==> config.mk <==
export PLATFORM = sky130hd
export DESIGN_NAME = gated_freq_counter
export DESIGN_NICKNAME = d
export VERILOG_FILES = /design/src/rtl/fcnt_pkg.sv /design/src/rtl/fcnt_edge_sync.sv /design/src/rtl/fcnt_gate_timer.sv /design/src/rtl/fcnt_bcd_digit.sv /design/src/rtl/fcnt_bcd_chain.sv /design/src/rtl/gated_freq_counter.sv
export SDC_FILE = /design/constraint.sdc
export NUM_CORES = 1
export LEC_CHECK = 0
export BUFFER_PORTS_ARGS = -buffer_cell sky130_fd_sc_hd__buf_4
export CORE_MARGIN = 8
export CORE_UTILIZATION = 46
export DETAILED_ROUTE_END_ITERATION = 7
export PLACE_DENSITY = 0.76
export SYNTH_ARGS = -nofsm -noshare
export SYNTH_HDL_FRONTEND = slang
export SYNTH_SLANG_ARGS = --single-unit
==> constraint.sdc <==
create_clock -name clk -period 1.88 [get_ports clk]
set_clock_uncertainty 0.1 [all_clocks]
set_input_delay 0.094 -clock clk [delete_from_list [all_inputs] [get_ports clk]]
set_output_delay 0.094 -clock clk [all_outputs]
set_load 0.01 [all_outputs]
==> src/rtl/fcnt_pkg.sv <==
package fcnt_pkg;
  typedef enum logic {
    ST_IDLE = 1'b0,
    ST_GATE = 1'b1
  } gate_st_e;

  localparam int BCD_W = 4;
endpackage

==> src/rtl/fcnt_edge_sync.sv <==
module fcnt_edge_sync (
  input  logic clk,
  input  logic rst_n,
  input  logic sig_a,
  output logic rise_o
);
  // stage0/stage1 synchronise, stage2 holds the previous synchronised value
  logic [2:0] sh_q;
  logic [2:0] sh_d;

  always_comb begin
    sh_d = {sh_q[1:0], sig_a};
  end

  always_ff @(posedge clk or negedge rst_n) begin
    if (!rst_n) sh_q <= '0;
    else        sh_q <= sh_d;
  end

  assign rise_o = sh_q[1] & ~sh_q[2];


  rise_once_chk: assert property (@(posedge clk) disable iff (!rst_n)
    rise_o |=> !rise_o);
endmodule

==> src/rtl/fcnt_gate_timer.sv <==
module fcnt_gate_timer #(
  parameter int GATE_CYCLES = 10_000_000,
  parameter int IDLE_CYCLES = 1000
) (
  input  logic clk,
  input  logic rst_n,
  output logic gate_o,
  output logic open_o,
  output logic close_o
);
  import fcnt_pkg::*;

  localparam int MAXC = (GATE_CYCLES > IDLE_CYCLES) ? GATE_CYCLES : IDLE_CYCLES;
  localparam int TW   = (MAXC > 2) ? $clog2(MAXC) : 1;
  localparam logic [TW-1:0] GATE_LAST = TW'(GATE_CYCLES - 1);
  localparam logic [TW-1:0] IDLE_LAST = TW'(IDLE_CYCLES - 1);

  gate_st_e        state_q, state_d;
  logic [TW-1:0]   tmr_q, tmr_d;

  always_comb begin
    state_d = state_q;
    tmr_d   = tmr_q + 1'b1;
    open_o  = 1'b0;
    close_o = 1'b0;
    case (state_q)
      ST_IDLE: if (tmr_q == IDLE_LAST) begin
        state_d = ST_GATE;
        tmr_d   = '0;
        open_o  = 1'b1;
      end
      ST_GATE: if (tmr_q == GATE_LAST) begin
        state_d = ST_IDLE;
        tmr_d   = '0;
        close_o = 1'b1;
      end
      default: begin
        state_d = ST_IDLE;
        tmr_d   = '0;
      end
    endcase
  end

  always_ff @(posedge clk or negedge rst_n) begin
    if (!rst_n) begin
      state_q <= ST_IDLE;
      tmr_q   <= '0;
    end else begin
      state_q <= state_d;
      tmr_q   <= tmr_d;
    end
  end

  assign gate_o = (state_q == ST_GATE);


  gate_len_chk: assert property (@(posedge clk) disable iff (!rst_n)
    $fell(gate_o) |-> ($past(tmr_q) == GATE_LAST));

  idle_len_chk: assert property (@(posedge clk) disable iff (!rst_n)
    $rose(gate_o) |-> ($past(tmr_q) == IDLE_LAST));
endmodule

==> src/rtl/fcnt_bcd_digit.sv <==
module fcnt_bcd_digit (
  input  logic       clk,
  input  logic       rst_n,
  input  logic       clr,
  input  logic       cin,
  output logic [3:0] q,
  output logic       cout
);
  logic [3:0] q_d;

  always_comb begin
    q_d = q;
    if (clr)          q_d = 4'd0;
    else if (cin)     q_d = (q == 4'd9) ? 4'd0 : q + 4'd1;
  end

  always_ff @(posedge clk or negedge rst_n) begin
    if (!rst_n) q <= 4'd0;
    else        q <= q_d;
  end

  assign cout = cin & (q == 4'd9);


  digit_range_chk: assert property (@(posedge clk) disable iff (!rst_n)
    q <= 4'd9);

  digit_wrap_chk: assert property (@(posedge clk) disable iff (!rst_n)
    (cin && !clr && q == 4'd9) |=> (q == 4'd0));
endmodule

==> src/rtl/fcnt_bcd_chain.sv <==
module fcnt_bcd_chain #(
  parameter int DIGITS = 7
) (
  input  logic                           clk,
  input  logic                           rst_n,
  input  logic                           clr,
  input  logic                           inc,
  output logic [DIGITS*fcnt_pkg::BCD_W-1:0] count_o,
  output logic                           ovf_o
);
  import fcnt_pkg::*;

  logic [DIGITS:0] carry;
  logic            ovf_d;

  assign carry[0] = inc;

  for (genvar g = 0; g < DIGITS; g++) begin : g_dig
    fcnt_bcd_digit u_dig (
      .clk  (clk),
      .rst_n(rst_n),
      .clr  (clr),
      .cin  (carry[g]),
      .q    (count_o[g*BCD_W +: BCD_W]),
      .cout (carry[g+1])
    );
  end

  always_comb begin
    ovf_d = ovf_o;
    if (clr)                ovf_d = 1'b0;
    else if (carry[DIGITS]) ovf_d = 1'b1;
  end

  always_ff @(posedge clk or negedge rst_n) begin
    if (!rst_n) ovf_o <= 1'b0;
    else        ovf_o <= ovf_d;
  end


  ovf_sticky_chk: assert property (@(posedge clk) disable iff (!rst_n)
    (ovf_o && !clr) |=> ovf_o);
endmodule

==> src/rtl/gated_freq_counter.sv <==
module gated_freq_counter #(
  parameter int GATE_CYCLES = 10_000_000,
  parameter int IDLE_CYCLES = 1000,
  parameter int DIGITS      = 7
) (
  input  logic                          clk,
  input  logic                          rst_n,
  input  logic                          pulse_in,
  output logic                          busy_n,
  output logic [(DIGITS-1)*4-1:0]       result_bcd,
  output logic                          overflow
);
  import fcnt_pkg::*;

  localparam int CNT_W  = DIGITS * BCD_W;
  localparam int DISP_W = (DIGITS - 1) * BCD_W;

  logic              rise, gate, open_p, close_p, inc;
  logic [CNT_W-1:0]  count;
  logic              cnt_ovf;
  logic              close_q;
  logic [DISP_W-1:0] result_d;
  logic              ovf_d;

  fcnt_edge_sync u_sync (
    .clk   (clk),
    .rst_n (rst_n),
    .sig_a (pulse_in),
    .rise_o(rise)
  );

  fcnt_gate_timer #(
    .GATE_CYCLES(GATE_CYCLES),
    .IDLE_CYCLES(IDLE_CYCLES)
  ) u_timer (
    .clk    (clk),
    .rst_n  (rst_n),
    .gate_o (gate),
    .open_o (open_p),
    .close_o(close_p)
  );

  assign inc = rise & gate;

  fcnt_bcd_chain #(.DIGITS(DIGITS)) u_chain (
    .clk    (clk),
    .rst_n  (rst_n),
    .clr    (open_p),
    .inc    (inc),
    .count_o(count),
    .ovf_o  (cnt_ovf)
  );

  always_comb begin
    result_d = result_bcd;
    ovf_d    = overflow;
    if (close_q) begin
      result_d = count[CNT_W-1:BCD_W];
      ovf_d    = cnt_ovf;
    end
  end

  always_ff @(posedge clk or negedge rst_n) begin
    if (!rst_n) begin
      close_q    <= 1'b0;
      result_bcd <= '0;
      overflow   <= 1'b0;
    end else begin
      close_q    <= close_p;
      result_bcd <= result_d;
      overflow   <= ovf_d;
    end
  end

  assign busy_n = ~gate;


  result_hold_chk: assert property (@(posedge clk) disable iff (!rst_n)
    !$past(close_q) |-> ($stable(result_bcd) && $stable(overflow)));

  idle_quiet_chk: assert property (@(posedge clk) disable iff (!rst_n)
    (busy_n && !open_p) |=> $stable(count));

  open_clear_chk: assert property (@(posedge clk) disable iff (!rst_n)
    open_p |=> (count == '0 && !cnt_ovf));
endmodule

==> results by group <==
Floorplanning
  – Die Area: 0.0118 mm^2
  – Starting Density: 47.6%
  – I/O Pins: 29
  – Chip width: 108 um
  – Core ar.: 0.00826 mm^2
  – Row count: 33
  – Chip height: 108 um

Clock network
  – CTS tree: yes
  – CTS Buffer Depth: 2
  – Clock latency on the worst-skew pair: 0.35 ns
  – CTS buffer count: 9
  – CTS root buf: clkbuf_8
  – H-Tree Depth: 3
  – Clk sink count: 83
  – Reg clk slew, reported paths: 0.08 ns

Place
  – Gpl congestion: 0.808
  – Post-DP HPWL: 5.65 mm
  – Dpl ws: -0.0234 ns
  – Port Buffers: 28
  – DP Area: 0.00459 mm^2
  – Inst Count DP: 538

Route
  – DR vias: 3,058
  – Routed WL: 8.33 mm
  – DRC: 0
  – Vias per std cell: 5.46
  – Wire length per cell: 14.9 um
  – Post-route ant nets: 0
  – DRT Pass-1 Iters: 4
  – Initial drt markers: 108

Outcome
  – Status: finished, violations left
  – Failing checks: negative setup slack

Timing
  – Max-slew headroom: 74.4%
  – Worst-margin pin slew: 0.384 ns
  – Setup ws final: -0.0795 ns
  – Fmax: 0.510 GHz
  – Post-route minimum period: 1.96 ns
  – Fin. Hold Viols: 0
  – RSZ-0062 raised after global routing: true
  – Final period util: 104%
  – Worst Hold Slack: 0.0221 ns
  – Final Slew Violations: 0
  – # setup viols final: 3

Power and ir drop
  – Highest ir drop seen on vdd: 0.487 mV
  – Total power: 3.01 mW
  – Power per cell area: 612 mW/mm^2
  – Static Leakage: 2.40 nW

Global route
  – Vias in the first global route: 3,059
  – Gr ovfl total: 0
  – Global-route wire length before repair: 13.9 mm
  – Overall routing resource usage: 14.8%
  – Largest net degree at the start of global routing: 72
  – Initial antenna violation count: 0

Run
  – Max Cap Viol: 0

Critical path
  – Kind of critical path: reg -> reg
  – CP startpoint: u_chain.g_dig[2].u_dig.q[1]$_DFFE_PN0P_
  – Cell Chain, Critical Path: inv_1 -> ha_2 -> and3b_1 -> and4_1 -> buf_6 -> nand2_4 -> or4_4 -> a21oi_2
  – Cell depth of the worst setup path: 8
  – Cell family with most CP delay: simple AND/OR/NAND/NOR gates
  – Startpoint Class: flop
  – Setup crit end kind: flop
  – Slowest stage delay, CP: 0.42 ns
  – Worst path slowest cell: or4_4
  – WP data arrival: 2.15 ns
  – Reg2Reg Setup Slack: -0.08 ns
  – CP Max Fanout: 7
  – Worst path buffer plus inverter count: 2
  – WP data required: 2.07 ns
  – Crit Reg-Reg Startpoint: u_chain.g_dig[2].u_dig.q[1]$_DFFE_PN0P_
  – R2R cell count: 8

Synthesis
  – Fraction of registers with async set/reset: 100%
  – Yosys warns: 0
  – Syn Std Cell Area: 0.00393 mm^2
  – Mean Syn Cell Area: 10.6 um^2
  – Total nets after synthesis: 390
  – #FFs+latches synth: 83
  – Ys flop type: dfrtp_1
  – Synth cell types: 36
  – Mapped Cells: 372
  – Post-synth EDFFs: 0
  – Post-synthesis sequential area ratio: 52.8%

Finish
  – Non-filler instance count after layout: 560
  – Diode count: 0
  – Layout net count: 468
  – Area Overhead vs Synth: 24.9%
  – Design area: 0.00491 mm^2
  – Fraction of layout cells with a size suffix above 1: 30.1%

Worst hold path
  – HP Class: in -> async
==> cell usage after synthesis (7+ instances only) <==
master / instances / area [um^2]
nor3_1: 10 / 50.1
o21ai_0: 7 / 35.0
nor2_1: 50 / 188
dfrtp_1: 83 / 2080
xor2_1: 12 / 105
ha_1: 15 / 188
xnor2_1: 12 / 105
nand2_1: 31 / 116
nand3_1: 16 / 80.1
inv_1: 11 / 41.3
nand4_1: 10 / 62.6
nor4_1: 7 / 43.8
mux2_2: 25 / 282
a21oi_1: 20 / 100
==> worst register-to-register path, cell delays in order (launching register included) <==
cell and delay [ns]:
dfrtp_1 0.38, inv_1 0.06, ha_2 0.17, and3b_1 0.19
and4_1 0.22, buf_6 0.13, nand2_4 0.07, or4_4 0.42
a21oi_2 0.15
==> report_power, final <==
group	switching [mW]	internal [mW]	total (mW)
Sequential	0.00154	1.79	1.79
Clock	0.625	0.548	1.17
Combinational	0.0348	0.0102	0.0450
Total	0.661	2.35	3.01
==> cells in the final DEF, fill, tap and decap left out, types with 5 or more instances in the layout <==
cell type,instances
and2_1,5
o21ai_0,6
buf_4,72
nand3_1,16
xnor2_1,12
clkbuf_8,11
inv_1,11
a21oi_2,5
nand4_1,10
a21oi_1,15
mux2_2,25
nand2_1,30
nor3_1,10
dfrtp_1,82
ha_1,14
and3b_1,6
and4_1,5
xor2_1,12
mux2i_1,6
nor2_1,49
==> state kept, by name, indices dropped and copies added (netlist names) <==
signal                 flops
close_q                    1
u_chain.g_dig.u_dig.q     28
overflow                   1
result_bcd                24
u_chain.ovf_o              1
u_timer.tmr_q             24
u_timer.gate_o             1
u_sync.sh_q                3
==> per-layer routing <==
metal	global-route usage [%]	wire length [um]	vias up
met3	4.82	353	15
met4	5.08	152	0
li1	-	-	1453
met5	0	0	-
met2	24.8	4340	58
met1	17.4	3490	1532
==> timing repair <==
| action | 4_1_cts | 5_1_grt |
|---|---|---|
| gates resized for setup | 3 | 19 |
| setup endpoints to repair | 14 | 27 |
| endpoints found under the hold margin | 84 | 0 |
| pin swaps | 1 | 10 |
| hold buffers | 2 | 0 |
| buffers inserted | 0 | 4 |
==> area by class of cell <==
cell class	instances	area (um^2)
clock buffer	12	155
clock inverter	4	25.0
fill	700	3340
inverter	11	41.3
multi-input combinational	267	1850
sequential	83	2080
tap	105	131
timing repair buffer	78	632
==> worst paths after layout <==
kind / endpoint
worst min-delay path: result_bcd[16]$_DFFE_PN0P_
worst max-delay path: u_chain.g_dig[5].u_dig.q[2]$_DFFE_PN0P_
max in group asynchronous: u_timer.tmr_q[2]$_DFF_PN0_
min in group clk: u_sync.sh_q[1]$_DFF_PN0_
worst min register to register: u_sync.sh_q[1]$_DFF_PN0_
worst max register to register: u_chain.g_dig[5].u_dig.q[2]$_DFFE_PN0P_
==> metrics by stage <==
stage               TNS (ns)  util, %
floorplan            -0.0666        -
global placement           0     55.6
detailed placement   -0.0456     55.6
CTS                  -0.0372     58.1
global route           -1.29     59.5
finish                -0.180     59.5
==> logic make-up (layout without fill, tap and decap cells) <==
group | Yosys count | in the layout | synth area share (%)
compound gates | 35 | 35 | 4.87
xor+xnor | 24 | 24 | 5.35
fa+ha+maj | 15 | 15 | 4.77
buf+inv | 22 | 105 | 2.58
flops | 83 | 83 | 52.8
mux | 31 | 31 | 8.69
simple gates | 162 | 162 | 20.9
Power figures use the tool's default switching activity.
